**config.mk**
```make
export PLATFORM = sky130hd
export DESIGN_NAME = evt_zero_notifier
export DESIGN_NICKNAME = d
export VERILOG_FILES = /design/src/rtl/ezn_pkg.sv /design/src/rtl/ezn_accum.sv /design/src/rtl/ezn_cfg_regs.sv /design/src/rtl/ezn_notify_seq.sv /design/src/rtl/evt_zero_notifier.sv
export SDC_FILE = /design/constraint.sdc
export NUM_CORES = 1
export LEC_CHECK = 0
export ABC_AREA = 1
export BUFFER_PORTS_ARGS = -buffer_cell sky130_fd_sc_hd__buf_4
export CORE_MARGIN = 10
export CORE_UTILIZATION = 40
export DETAILED_ROUTE_END_ITERATION = 10
export GPL_TIMING_DRIVEN = 0
export PLACE_DENSITY = 0.62
export SYNTH_ARGS = -nofsm -noshare
export SYNTH_HDL_FRONTEND = slang
export SYNTH_SLANG_ARGS = --single-unit
```
**constraint.sdc**
```tcl
create_clock -name clk -period 5.28 [get_ports clk]
set_input_delay 1.056 -clock clk [delete_from_list [all_inputs] [get_ports clk]]
set_output_delay 1.056 -clock clk [all_outputs]
set_load 0.1 [all_outputs]
```
**src/rtl/ezn_pkg.sv**
```systemverilog
package ezn_pkg;

    typedef enum logic [1:0] {
        CFG_ADDR = 2'd0,
        CFG_WORD = 2'd1,
        CFG_MASK = 2'd2,
        CFG_LOAD = 2'd3
    } cfg_op_e;

    typedef enum logic {
        ST_IDLE = 1'b0,
        ST_SEND = 1'b1
    } seq_state_e;

endpackage

```
**src/rtl/ezn_accum.sv**
```systemverilog
module ezn_accum #(
    parameter int CNT_W = 32
) (
    input  logic             clk,
    input  logic             rst_n,
    input  logic             load_en,
    input  logic [CNT_W-1:0] load_val,
    input  logic             st_valid,
    input  logic [CNT_W-1:0] st_value,
    input  logic             ack_valid,
    input  logic [CNT_W-1:0] ack_size,
    output logic [CNT_W-1:0] count_q,
    output logic             zero_hit
);

    logic [CNT_W-1:0] st_term;
    logic [CNT_W-1:0] ack_term;
    logic [CNT_W-1:0] sum;
    logic             any_add;

    always_comb begin
        st_term  = st_valid  ? st_value : '0;
        ack_term = ack_valid ? ack_size : '0;
        any_add  = st_valid | ack_valid;
        sum      = count_q + st_term + ack_term;
        zero_hit = !load_en && any_add && (sum == '0) && (count_q != '0);
    end

    always_ff @(posedge clk) begin
        if (!rst_n) begin
            count_q <= '0;
        end else if (load_en) begin
            count_q <= load_val;
        end else if (any_add) begin
            count_q <= sum;
        end
    end

    // a reported crossing leaves the count at zero
    a_r5_hit_leaves_zero: assert property (@(posedge clk) disable iff (!rst_n)
        zero_hit |=> (count_q == '0));

    // a load wins over any add in the same cycle
    a_r4_load_wins: assert property (@(posedge clk) disable iff (!rst_n)
        load_en |=> (count_q == $past(load_val)));

    // with no add and no load the count holds
    a_r2_idle_hold: assert property (@(posedge clk) disable iff (!rst_n)
        (!load_en && !st_valid && !ack_valid) |=> $stable(count_q));

endmodule

```
**src/rtl/ezn_cfg_regs.sv**
```systemverilog
module ezn_cfg_regs
    import ezn_pkg::*;
#(
    parameter int N_SLOT = 4,
    parameter int ADDR_W = 32,
    parameter int WORD_W = 32,
    parameter int CFG_W  = 32,
    parameter int SLOT_W = 2
) (
    input  logic                           clk,
    input  logic                           rst_n,
    input  logic                           cfg_valid,
    input  logic [1:0]                     cfg_op,
    input  logic [SLOT_W-1:0]              cfg_slot,
    input  logic [CFG_W-1:0]               cfg_data,
    output logic [N_SLOT-1:0][ADDR_W-1:0]  addr_tbl,
    output logic [WORD_W-1:0]              word_q,
    output logic [N_SLOT-1:0]              mask_q
);

    logic wr_addr;
    logic wr_word;
    logic wr_mask;

    always_comb begin
        wr_addr = 1'b0;
        wr_word = 1'b0;
        wr_mask = 1'b0;
        unique case (cfg_op_e'(cfg_op))
            CFG_ADDR: wr_addr = cfg_valid;
            CFG_WORD: wr_word = cfg_valid;
            CFG_MASK: wr_mask = cfg_valid;
            CFG_LOAD: ;
        endcase
    end

    for (genvar s = 0; s < N_SLOT; s++) begin : g_slot
        always_ff @(posedge clk) begin
            if (!rst_n) begin
                addr_tbl[s] <= '0;
            end else if (wr_addr && (cfg_slot == SLOT_W'(s))) begin
                addr_tbl[s] <= ADDR_W'(cfg_data);
            end
        end
    end

    always_ff @(posedge clk) begin
        if (!rst_n) begin
            word_q <= '0;
            mask_q <= '0;
        end else begin
            if (wr_word) word_q <= WORD_W'(cfg_data);
            if (wr_mask) mask_q <= N_SLOT'(cfg_data);
        end
    end

endmodule

```
**src/rtl/ezn_notify_seq.sv**
```systemverilog
module ezn_notify_seq
    import ezn_pkg::*;
#(
    parameter int N_SLOT = 4,
    parameter int ADDR_W = 32,
    parameter int WORD_W = 32,
    parameter int PEND_W = 3,
    parameter int SLOT_W = 2
) (
    input  logic                           clk,
    input  logic                           rst_n,
    input  logic                           zero_hit,
    input  logic [N_SLOT-1:0]              mask,
    input  logic [WORD_W-1:0]              word,
    input  logic [N_SLOT-1:0][ADDR_W-1:0]  addr_tbl,
    input  logic                           pkt_ready,
    output logic                           pkt_valid,
    output logic [ADDR_W-1:0]              pkt_addr,
    output logic [WORD_W-1:0]              pkt_data,
    output logic [SLOT_W-1:0]              pkt_slot
);

    localparam logic [PEND_W-1:0] PEND_MAX = '1;

    seq_state_e        state_q;
    seq_state_e        state_d;
    logic [PEND_W-1:0] pend_q;
    logic [N_SLOT-1:0] rem_q;
    logic [N_SLOT-1:0] snap_q;
    logic [WORD_W-1:0] word_snap_q;
    logic [SLOT_W-1:0] cur_slot;
    logic [N_SLOT-1:0] cur_bit;
    logic [N_SLOT-1:0] rem_after;
    logic              round_take;
    logic              fire;
    logic              pend_inc;

    // lowest remaining enabled slot
    always_comb begin
        cur_slot = '0;
        for (int i = N_SLOT - 1; i >= 0; i--) begin
            if (rem_q[i]) cur_slot = SLOT_W'(i);
        end
        cur_bit   = N_SLOT'(1) << cur_slot;
        rem_after = rem_q & ~cur_bit;
    end

    always_comb begin
        round_take = (state_q == ST_IDLE) && (pend_q != '0);
        fire       = (state_q == ST_SEND) && pkt_ready;
        pend_inc   = zero_hit && ((pend_q != PEND_MAX) || round_take);
    end

    // next-state logic
    always_comb begin
        state_d = state_q;
        unique case (state_q)
            ST_IDLE: if (round_take && (mask != '0)) state_d = ST_SEND;
            ST_SEND: if (fire && (rem_after == '0)) state_d = ST_IDLE;
        endcase
    end

    // state register
    always_ff @(posedge clk) begin
        if (!rst_n) state_q <= ST_IDLE;
        else        state_q <= state_d;
    end

    // pending rounds and round snapshot
    always_ff @(posedge clk) begin
        if (!rst_n) begin
            pend_q      <= '0;
            rem_q       <= '0;
            snap_q      <= '0;
            word_snap_q <= '0;
        end else begin
            pend_q <= pend_q + PEND_W'(pend_inc) - PEND_W'(round_take);
            if (round_take) begin
                rem_q       <= mask;
                snap_q      <= mask;
                word_snap_q <= word;
            end else if (fire) begin
                rem_q <= rem_after;
            end
        end
    end

    // outputs
    always_comb begin
        pkt_valid = (state_q == ST_SEND);
        pkt_addr  = addr_tbl[cur_slot];
        pkt_data  = word_snap_q;
        pkt_slot  = cur_slot;
    end

    // a stalled packet stays put
    a_r8_hold_on_stall: assert property (@(posedge clk) disable iff (!rst_n)
        (pkt_valid && !pkt_ready) |=>
            (pkt_valid && $stable(pkt_slot) && $stable(pkt_data) && $stable(pkt_addr)));

    // within a round slots strictly ascend, and a round is followed by a gap
    a_r7_ascending: assert property (@(posedge clk) disable iff (!rst_n)
        (pkt_valid && pkt_ready) |=> (!pkt_valid || (pkt_slot > $past(pkt_slot))));

    // only slots enabled at round start are sent
    a_r7_enabled_slot: assert property (@(posedge clk) disable iff (!rst_n)
        pkt_valid |-> snap_q[pkt_slot]);

    // sending always has a slot left
    a_r7_send_has_slot: assert property (@(posedge clk) disable iff (!rst_n)
        (state_q == ST_SEND) |-> (rem_q != '0));

endmodule

```
**src/rtl/evt_zero_notifier.sv**
```systemverilog
module evt_zero_notifier
    import ezn_pkg::*;
#(
    parameter int CNT_W  = 32,
    parameter int N_SLOT = 4,
    parameter int ADDR_W = 32,
    parameter int WORD_W = 32,
    parameter int CFG_W  = 32,
    parameter int PEND_W = 3,
    parameter int SLOT_W = (N_SLOT > 1) ? $clog2(N_SLOT) : 1
) (
    input  logic              clk,
    input  logic              rst_n,
    input  logic              cfg_valid,
    input  logic [1:0]        cfg_op,
    input  logic [SLOT_W-1:0] cfg_slot,
    input  logic [CFG_W-1:0]  cfg_data,
    input  logic              st_valid,
    input  logic [CNT_W-1:0]  st_value,
    input  logic              ack_valid,
    input  logic [CNT_W-1:0]  ack_size,
    output logic              pkt_valid,
    input  logic              pkt_ready,
    output logic [ADDR_W-1:0] pkt_addr,
    output logic [WORD_W-1:0] pkt_data,
    output logic [SLOT_W-1:0] pkt_slot,
    output logic [CNT_W-1:0]  count_value
);

    logic                          load_en;
    logic [CNT_W-1:0]              load_val;
    logic                          zero_hit;
    logic [N_SLOT-1:0][ADDR_W-1:0] addr_tbl;
    logic [WORD_W-1:0]             word_q;
    logic [N_SLOT-1:0]             mask_q;

    always_comb begin
        load_en  = cfg_valid && (cfg_op == CFG_LOAD);
        load_val = CNT_W'(cfg_data);
    end

    ezn_accum #(
        .CNT_W (CNT_W)
    ) u_accum (
        .clk       (clk),
        .rst_n     (rst_n),
        .load_en   (load_en),
        .load_val  (load_val),
        .st_valid  (st_valid),
        .st_value  (st_value),
        .ack_valid (ack_valid),
        .ack_size  (ack_size),
        .count_q   (count_value),
        .zero_hit  (zero_hit)
    );

    ezn_cfg_regs #(
        .N_SLOT (N_SLOT),
        .ADDR_W (ADDR_W),
        .WORD_W (WORD_W),
        .CFG_W  (CFG_W),
        .SLOT_W (SLOT_W)
    ) u_cfg (
        .clk       (clk),
        .rst_n     (rst_n),
        .cfg_valid (cfg_valid),
        .cfg_op    (cfg_op),
        .cfg_slot  (cfg_slot),
        .cfg_data  (cfg_data),
        .addr_tbl  (addr_tbl),
        .word_q    (word_q),
        .mask_q    (mask_q)
    );

    ezn_notify_seq #(
        .N_SLOT (N_SLOT),
        .ADDR_W (ADDR_W),
        .WORD_W (WORD_W),
        .PEND_W (PEND_W),
        .SLOT_W (SLOT_W)
    ) u_seq (
        .clk       (clk),
        .rst_n     (rst_n),
        .zero_hit  (zero_hit),
        .mask      (mask_q),
        .word      (word_q),
        .addr_tbl  (addr_tbl),
        .pkt_ready (pkt_ready),
        .pkt_valid (pkt_valid),
        .pkt_addr  (pkt_addr),
        .pkt_data  (pkt_data),
        .pkt_slot  (pkt_slot)
    );

    // idle sequencer raises valid one cycle after the zero shows
    a_r11_latency: assert property (@(posedge clk) disable iff (!rst_n)
        (zero_hit && !pkt_valid) |=> !pkt_valid);

endmodule

```
==> metrics.txt, run 1 <==
Routability Congestion=about 0.93; largest net degree at the start of global routing=15; pwr/cell area=between 500 and 600 mW/mm2; Top Metal Used=met4; Die Height=201 um; register bit total from synthesis=around 240; Post-DRT Antenna Nets=0; Slew HR=29.6%; syn_area_per_cell=6.83 um2; met3 WL=2680 um; Avg Vias per Cell=between 5 and 6; Post-synth EDFFs=0; worst hold slack=0.445 ns; Root Buffer=clkbuf_16; unrepaired setup endpoints after global routing=no; final hold violations=0; final net count=2309; Design Area, Final=0.0160 mm2; die footprint=around 0.040 mm2; Min Clock Period, post-route=4.85 ns; Syn-to-layout area delta=23.0%; post-CTS setup buffer count=0; global-route wire length before repair=75100 um; synthesized area=between 0.01 and 0.015 mm2; Critical Path Start Type=input pin; ratio of cells with drive above 1 in the final layout=about 15%; fin util=49.5%; Overall Power=0.00934 W; multi-input logic area=0.00681 mm2; met2 WL post-DR=23400 um; number of fill cells=3384; TritonRoute pass-1 iters=7; R2R cell count=18; most common cell after layout, fill and taps aside=nand2_1; WL/cell=between 15 and 20 um; Crit Path Category=input pin to flop; Hold Crit Class=flop to flop; commonest non-fill, non-tap cells in the layout=369 x nand2_1, 290 x inv_1, 236 x o21ai_0, 236 x dfxtp_1; via count=13400; endpoints failing setup=0; crit path DAT=5.31 ns; total grt overflow=0; H-Tree Depth=1; Max FO, Critical Path=10; FP Rows=66; cell count after synthesis=1908; Post-synth top flop=dfxtp_1; R2R Path End=u_seq.pend_q[2]; DP Area=0.0151 mm2; Leak=7.49 nW; Worst Tran Pin Value=1.06 ns; Max VDD drop=775 uV; Setup crit start=ack_valid; antenna violations before repair=0; # clock sinks=236; Distinct cells, synth=42; drt initial violations=1054; fmax=206 MHz; io pins=205; ant diodes=0; Reg area=0.00472 mm2; Clock Latency Late Sink=0.53 ns; Routed WL=48100 um; vias in the first global route=13300; critical path endpoint category=flop; Critical Path Sink=u_seq.pend_q[2]; setup ws final=0.427 ns; DP Worst Slack=-0.122 ns; Reg-to-Reg Start=u_accum.count_q[30]; FF-to-FF setup slack=1.40 ns; CTS tree=done; core area=0.0324 mm2; hold path start=u_cfg.word_q[9]; die width=201 um; Final Max Slew Viols=0; Final period util=91.9%; post-CTS sizing=0; DP HPWL=38100 um; Overall Global Routing Usage=between 20% and 30%; DRC=0; I/O Buffers=202; deepest clock path buffer count=3; Syn Nets=2079; status=finished, final reports clean; Worst-path clk slew=0.06 ns; post-synthesis sequential area ratio=36.2%; met1 WL=about 21000 um; max cap viols=0; Worst Skew=0.00772 ns; Worst Path Required=5.74 ns; total CTS buffers=26; Ys Warns=0; hold_buf cts=0; Initial Util=between 40% and 50%; async set-reset flop share out of synthesis=0%
## worst min path at each step
stage	slack [ns]	cells past startpoint	end
2_1_floorplan	0.43	2	u_cfg.addr_tbl[0]
5_1_grt	0.47	2	u_seq.pkt_data[31]
4_1_cts	0.45	2	u_seq.pkt_data[31]
3_5_place_dp	0.45	2	u_seq.pkt_data[9]
6_report	0.44	2	u_seq.pkt_data[9]
3_3_place_gp	0.44	2	u_cfg.addr_tbl[15]
## kinds of logic (layout without fill, tap and decap cells)
family | after synthesis | count (layout) | share of synthesized area (%)
adders and majority gates | 65 | 65 | 8.14
and+or+nand+nor | 687 | 687 | 22.4
buffers and inverters | 395 | 645 | 11.5
AOI/OAI and AO/OA | 517 | 517 | 21.2
xor gates and xnor gates | 8 | 8 | 0.538
DFF | 236 | 236 | 36.2
## per-layer routing
metal / vias to the layer above / global-route usage (%)
met3: 67 / 3.49
met1: 6279 / 28.8
met2: 414 / 40.5
met5: - / 0
li1: 6612 / -
met4: 0 / 5.90
## flip-flops by register name, indices dropped and copies added, names as in the netlist
register and cells:
u_seq.pkt_data 32, u_cfg.addr_tbl 128, u_seq.pend_q 3, u_cfg.mask_q 4
u_cfg.word_q 32, u_seq.rem_q 4, u_seq.pkt_valid 1, u_accum.count_q 32
## critical path: stages
cell	delay, ns
buf_2	0.16
clkbuf_1	0.56
nand2_1	0.10
inv_1	0.10
fa_1	0.41
ha_1	0.27
fa_1	0.52
nand3_1	0.13
nand2_2	0.10
nand2_1	0.08
nand2_2	0.07
nand2_1	0.10
nand2_2	0.07
nand2_1	0.06
nand2_1	0.07
nor2_1	0.08
nand2_1	0.06
nor2_1	0.17
nand3_1	0.11
nor3_2	0.17
ha_1	0.18
inv_1	0.05
fa_1	0.35
inv_1	0.08
o21ai_0	0.09
a21oi_1	0.14
## per-stage QoR
| step | cells | TNS (ns) |
|---|---|---|
| after global routing | 2600 | 0 |
| after global placement | 2552 | -0.169 |
| final | 2600 | 0 |
| after CTS | 2600 | 0 |
| after detailed placement | 2552 | -0.193 |
| after floorplan | 1908 | 0 |
## synthesized netlist by cell type (all sizes together) (3+ instances only)
cell type	number	area, um2
clkbuf	77	289
inv	297	1110
nand4	11	75.1
buf	20	92.6
nor3	6	45.0
ha	32	400
nand3b	10	78.8
o21ai	238	1190
nand2	385	1490
nand3	87	465
fa	33	661
a31oi	28	175
a21oi	206	1050
dfxtp	236	4720
nor2	184	741
xnor2	3	26.3
xor2	5	43.8
o211ai	33	248
## area by class of cell
| class | count | area share [%] |
|---|---|---|
| Multi-Input combinational cell | 1277 | 42.5 |
| Sequential cell | 236 | 29.5 |
| Timing Repair Buffer | 202 | 9.46 |
| Inverter | 298 | 6.98 |
| Clock buffer | 34 | 4.63 |
| Tap cell | 442 | 3.45 |
| Buffer | 97 | 2.38 |
| Clock inverter | 14 | 1.17 |
## power by group
part           internal [W]  leakage, nW  total (W)  switching (W)
registers           0.00201         1.93    0.00221       0.000206
clock network       0.00119        0.459    0.00195       0.000760
logic               0.00114         5.10    0.00518        0.00404
Note: power is estimated with default switching activity, not from simulation.
==> run 2, diff against run 1 <==
ABC_AREA = not set   (was 1)
==> run 2 against run 1 <==
  * The flow now finishes with violations (setup timing)
  * Power shrank 33%
  * Combinational power shrank 54%
  * Via count down 8.1%
  * Die area shrank 5.8%
  * Sequential power is 8% lower
  * Synthesized cell count fell by 15%
  * Sequential share of layout area is 1.1 points higher
  * Worst hold slack gained 0.0048 ns
  * Clock power is 4% lower
  * Global-route usage fell by 1.5 points
  * Critical path type unchanged
  * Largest cell class unchanged
  * Largest power group unchanged
  * Highest routed layer unchanged
==> metrics.txt, run 2 <==
Routability Congestion=0.931 (about the same); Clock Latency Late Sink=0.52 ns (about the same); final net count=2021 (-12%); critical path endpoint category=flop; Placed Cells=2209 (-13%); # clock sinks=236 (unchanged); Slew HR=26.7% (-2.9 points); Final Max Slew Viols=0 (unchanged); Post-synth EDFFs=0 (unchanged); slowest stage delay, CP=0.62 ns (+0.06 ns); vias in the first global route=11900 (-11%); WL/cell=19.1 um (+3.4%); global-route wire length before repair=67000 um (-11%); Non-Filler Instances=2258 (-13%); commonest non-fill, non-tap cells in the layout=526 x nand2_1, 236 x dfxtp_1, 226 x a21oi_1; total grt overflow=0 (unchanged); Min Clock Period, post-route=5.36 ns (+0.505 ns); syn_area_per_cell=7.55 um2 (+11%); async set-reset flop share out of synthesis=0% (unchanged); deepest clock path buffer count=3 (unchanged); Worst-path clk slew=0.07 ns (about the same); unrepaired setup endpoints after global routing=yes; most common cell after layout, fill and taps aside=nand2_1; Largest register FFs=128 (unchanged); crit path DAT=5.75 ns (+0.44 ns); Routed WL=43200 um (-10%); via count=12300 (-8.1%); WP buf/inv=5 (unchanged); register bit total from synthesis=236 (unchanged); endpoints failing setup=1 (+1); number of fill cells=2941 (-13%); ratio of cells with drive above 1 in the final layout=16.1% (+1.4 points); DP HPWL=33400 um (-12%); Reg area=0.00472 mm2 (unchanged); failing checks=setup timing; final setup TNS=-0.0782 ns (-0.0782 ns); Overall Global Routing Usage=21.6% (-1.5 points); Max VDD drop=249 uV (-68%); final hold violations=0 (unchanged); fmax=187 MHz (-9.4%); worst hold slack=0.450 ns (+0.00475 ns); DP Worst Slack=-0.907 ns (-0.785 ns); Worst Path Required=5.67 ns (-0.07 ns); core area=0.0299 mm2 (-7.7%); max cap viols=0 (unchanged); antenna violations before repair=0 (unchanged); worst-path cell chain=buf_12 -> buf_8 -> and2_1 -> fa_1 -> ha_1 -> buf_6 -> a21o_1 -> a31oi_4 -> nand4b_1 -> or4_4 -> buf_6 -> nand3_4 -> nand3_2 -> nor4_2 -> nand4_1 -> nor4_2 -> and4_1 -> ha_2 -> inv_2 -> fa_2 -> xor2_1 -> xnor2_1 -> nor2_1; post-synthesis sequential area ratio=38.7% (+2.5 points); Ys Warns=0 (unchanged); Yosys top cell area share=38.7% (+2.5 points); FP Rows=63 (-4.5%); Max FO, Critical Path=8 (-2); Worst Skew=0.0107 ns (+0.00300 ns); synthesized area=0.0122 mm2 (-6.5%); Initial Util=40.8% (+0.55 points); Avg Vias per Cell=5.44 (+5.8%); Root Buffer=clkbuf_16; H-Tree Depth=1 (unchanged); cell at the slowest stage of the critical path=or4_4; Post-DRT Antenna Nets=0 (unchanged); TritonRoute pass-1 iters=7 (unchanged); Hold Crit Class=flop to flop; Distinct cells, synth=53 (+26%); multi-input logic area=0.00717 mm2 (+5.3%); largest net degree at the start of global routing=15 (unchanged); Critical Path Start Type=input pin; status=finished with violations; top cell type by total area after synthesis=dfxtp_1; total CTS buffers=24 (-7.7%); DRC=0 (unchanged); Syn Nets=1786 (-14%); Crit Path Category=input pin to flop; Synth area leaders=dfxtp_1 39%, nand2_1 16%, a21oi_1 9.4%; die footprint=0.0379 mm2 (-5.8%); cell count after synthesis=1615 (-15%); Worst Tran Pin Value=1.09 ns (+0.0333 ns); I/O Buffers=204 (+0.99%); drt initial violations=1021 (-3.1%); commonest cells in the netlist=526 x nand2_1, 236 x dfxtp_1, 230 x a21oi_1; largest register by flop count=u_cfg.addr_tbl; hold_buf cts=0 (unchanged); Leak=5.96 nW (-20%); Post-synth top flop=dfxtp_1; setup ws final=-0.0782 ns (-0.505 ns); Die Height=195 um (-3.0%); top cell family by delay on the critical path=simple AND/OR/NAND/NOR gates; Syn-to-layout area delta=26.7%; die width=195 um (-3.0%); cell with the most instances after synthesis=nand2_1; pwr/cell area=407 mW/mm2 (-30%); CTS tree=done; io pins=205 (unchanged); Final period util=101% (+9.6 points); ant diodes=0 (unchanged)
==> run 2: cell count changes in the layout (fill, tap and decap cells not counted), moves of 25 or more <==
| cell | before | now |
|---|---|---|
| nor2_1 | 170 | 57 |
| a211oi_1 | 0 | 36 |
| inv_1 | 290 | 16 |
| nor2b_1 | 0 | 35 |
| o21ai_0 | 236 | 20 |
| nand2_1 | 369 | 526 |
| and2_1 | 0 | 60 |
| nand3_1 | 81 | 11 |
| o211ai_1 | 33 | 8 |
==> run 2: logic make-up after synthesis <==
kind of cell	count (synthesis)	synth area share, %
AO/OA/AOI/OAI	394	19.0
XOR/XNOR	32	2.41
adder cells (fa/ha/maj)	66	8.78
buffers and inverters	132	4.19
flip-flops	236	38.7
multiplexers	5	0.410
AND/OR/NAND/NOR	750	26.5
==> run 2: worst min-delay path, stage by stage (launching register included) <==
cell     delay [ns]
dfxtp_1        0.30
nand2_1        0.05
a21oi_1        0.05
==> run 2: timing repair <==
action / 4_1_cts / 5_1_grt
cloned: 0 / 2
resized for setup: 30 / 34
setup endpoints to repair: 2 / 2
setup buffers: 5 / 3
pin swaps: 15 / 25
==> run 2: layer usage <==
metal / global-route usage (%) / vias to the layer above / wire length [um]
li1: - / 5918 / -
met1: 28.7 / 5892 / 19200
met2: 35.4 / 404 / 20000
met3: 3.70 / 72 / 2970
met4: 5.28 / 0 / 1090
met5: 0 / - / 0
==> run 2: worst paths after layout <==
check | startpoint | endpoint | slack (ns) | depth (start not counted)
worst max register to register | u_accum.count_q[1] | u_seq.pend_q[2] | 0.41 | 20
worst min register to register | u_cfg.addr_tbl[6] | u_cfg.addr_tbl[6] | 0.45 | 2
worst max-delay path | ack_valid | u_seq.pend_q[2] | -0.08 | 23
worst min-delay path | u_cfg.addr_tbl[6] | u_cfg.addr_tbl[6] | 0.45 | 2
==> run 2: area by class of cell <==
type | instances | area share [%]
multi-input combinational | 1247 | 46.4
sequential | 236 | 30.6
inverter | 18 | 0.437
clock inverter | 10 | 1.13
timing repair buffer | 214 | 10.8
buffer | 109 | 3.01
tap | 390 | 3.16
clock buffer | 34 | 4.53
==> run 2: report_power, final <==
group | total (W) | switching (W) | internal (W) | leakage, nW
logic | 0.00237 | 0.00160 | 0.000778 | 3.61
registers | 0.00204 | 0.000161 | 0.00188 | 1.91
clock network | 0.00188 | 0.000713 | 0.00117 | 0.433
==> run 2: stage by stage <==
step	power, W	cell area (um2)	util [%]
CTS	0.00623	15300	51.2
global route	0.00657	15500	51.7
floorplan	0.00365	12200	-
finish	0.00629	15500	51.7
global placement	0.00425	14200	47.6
detailed placement	0.00426	14200	47.6
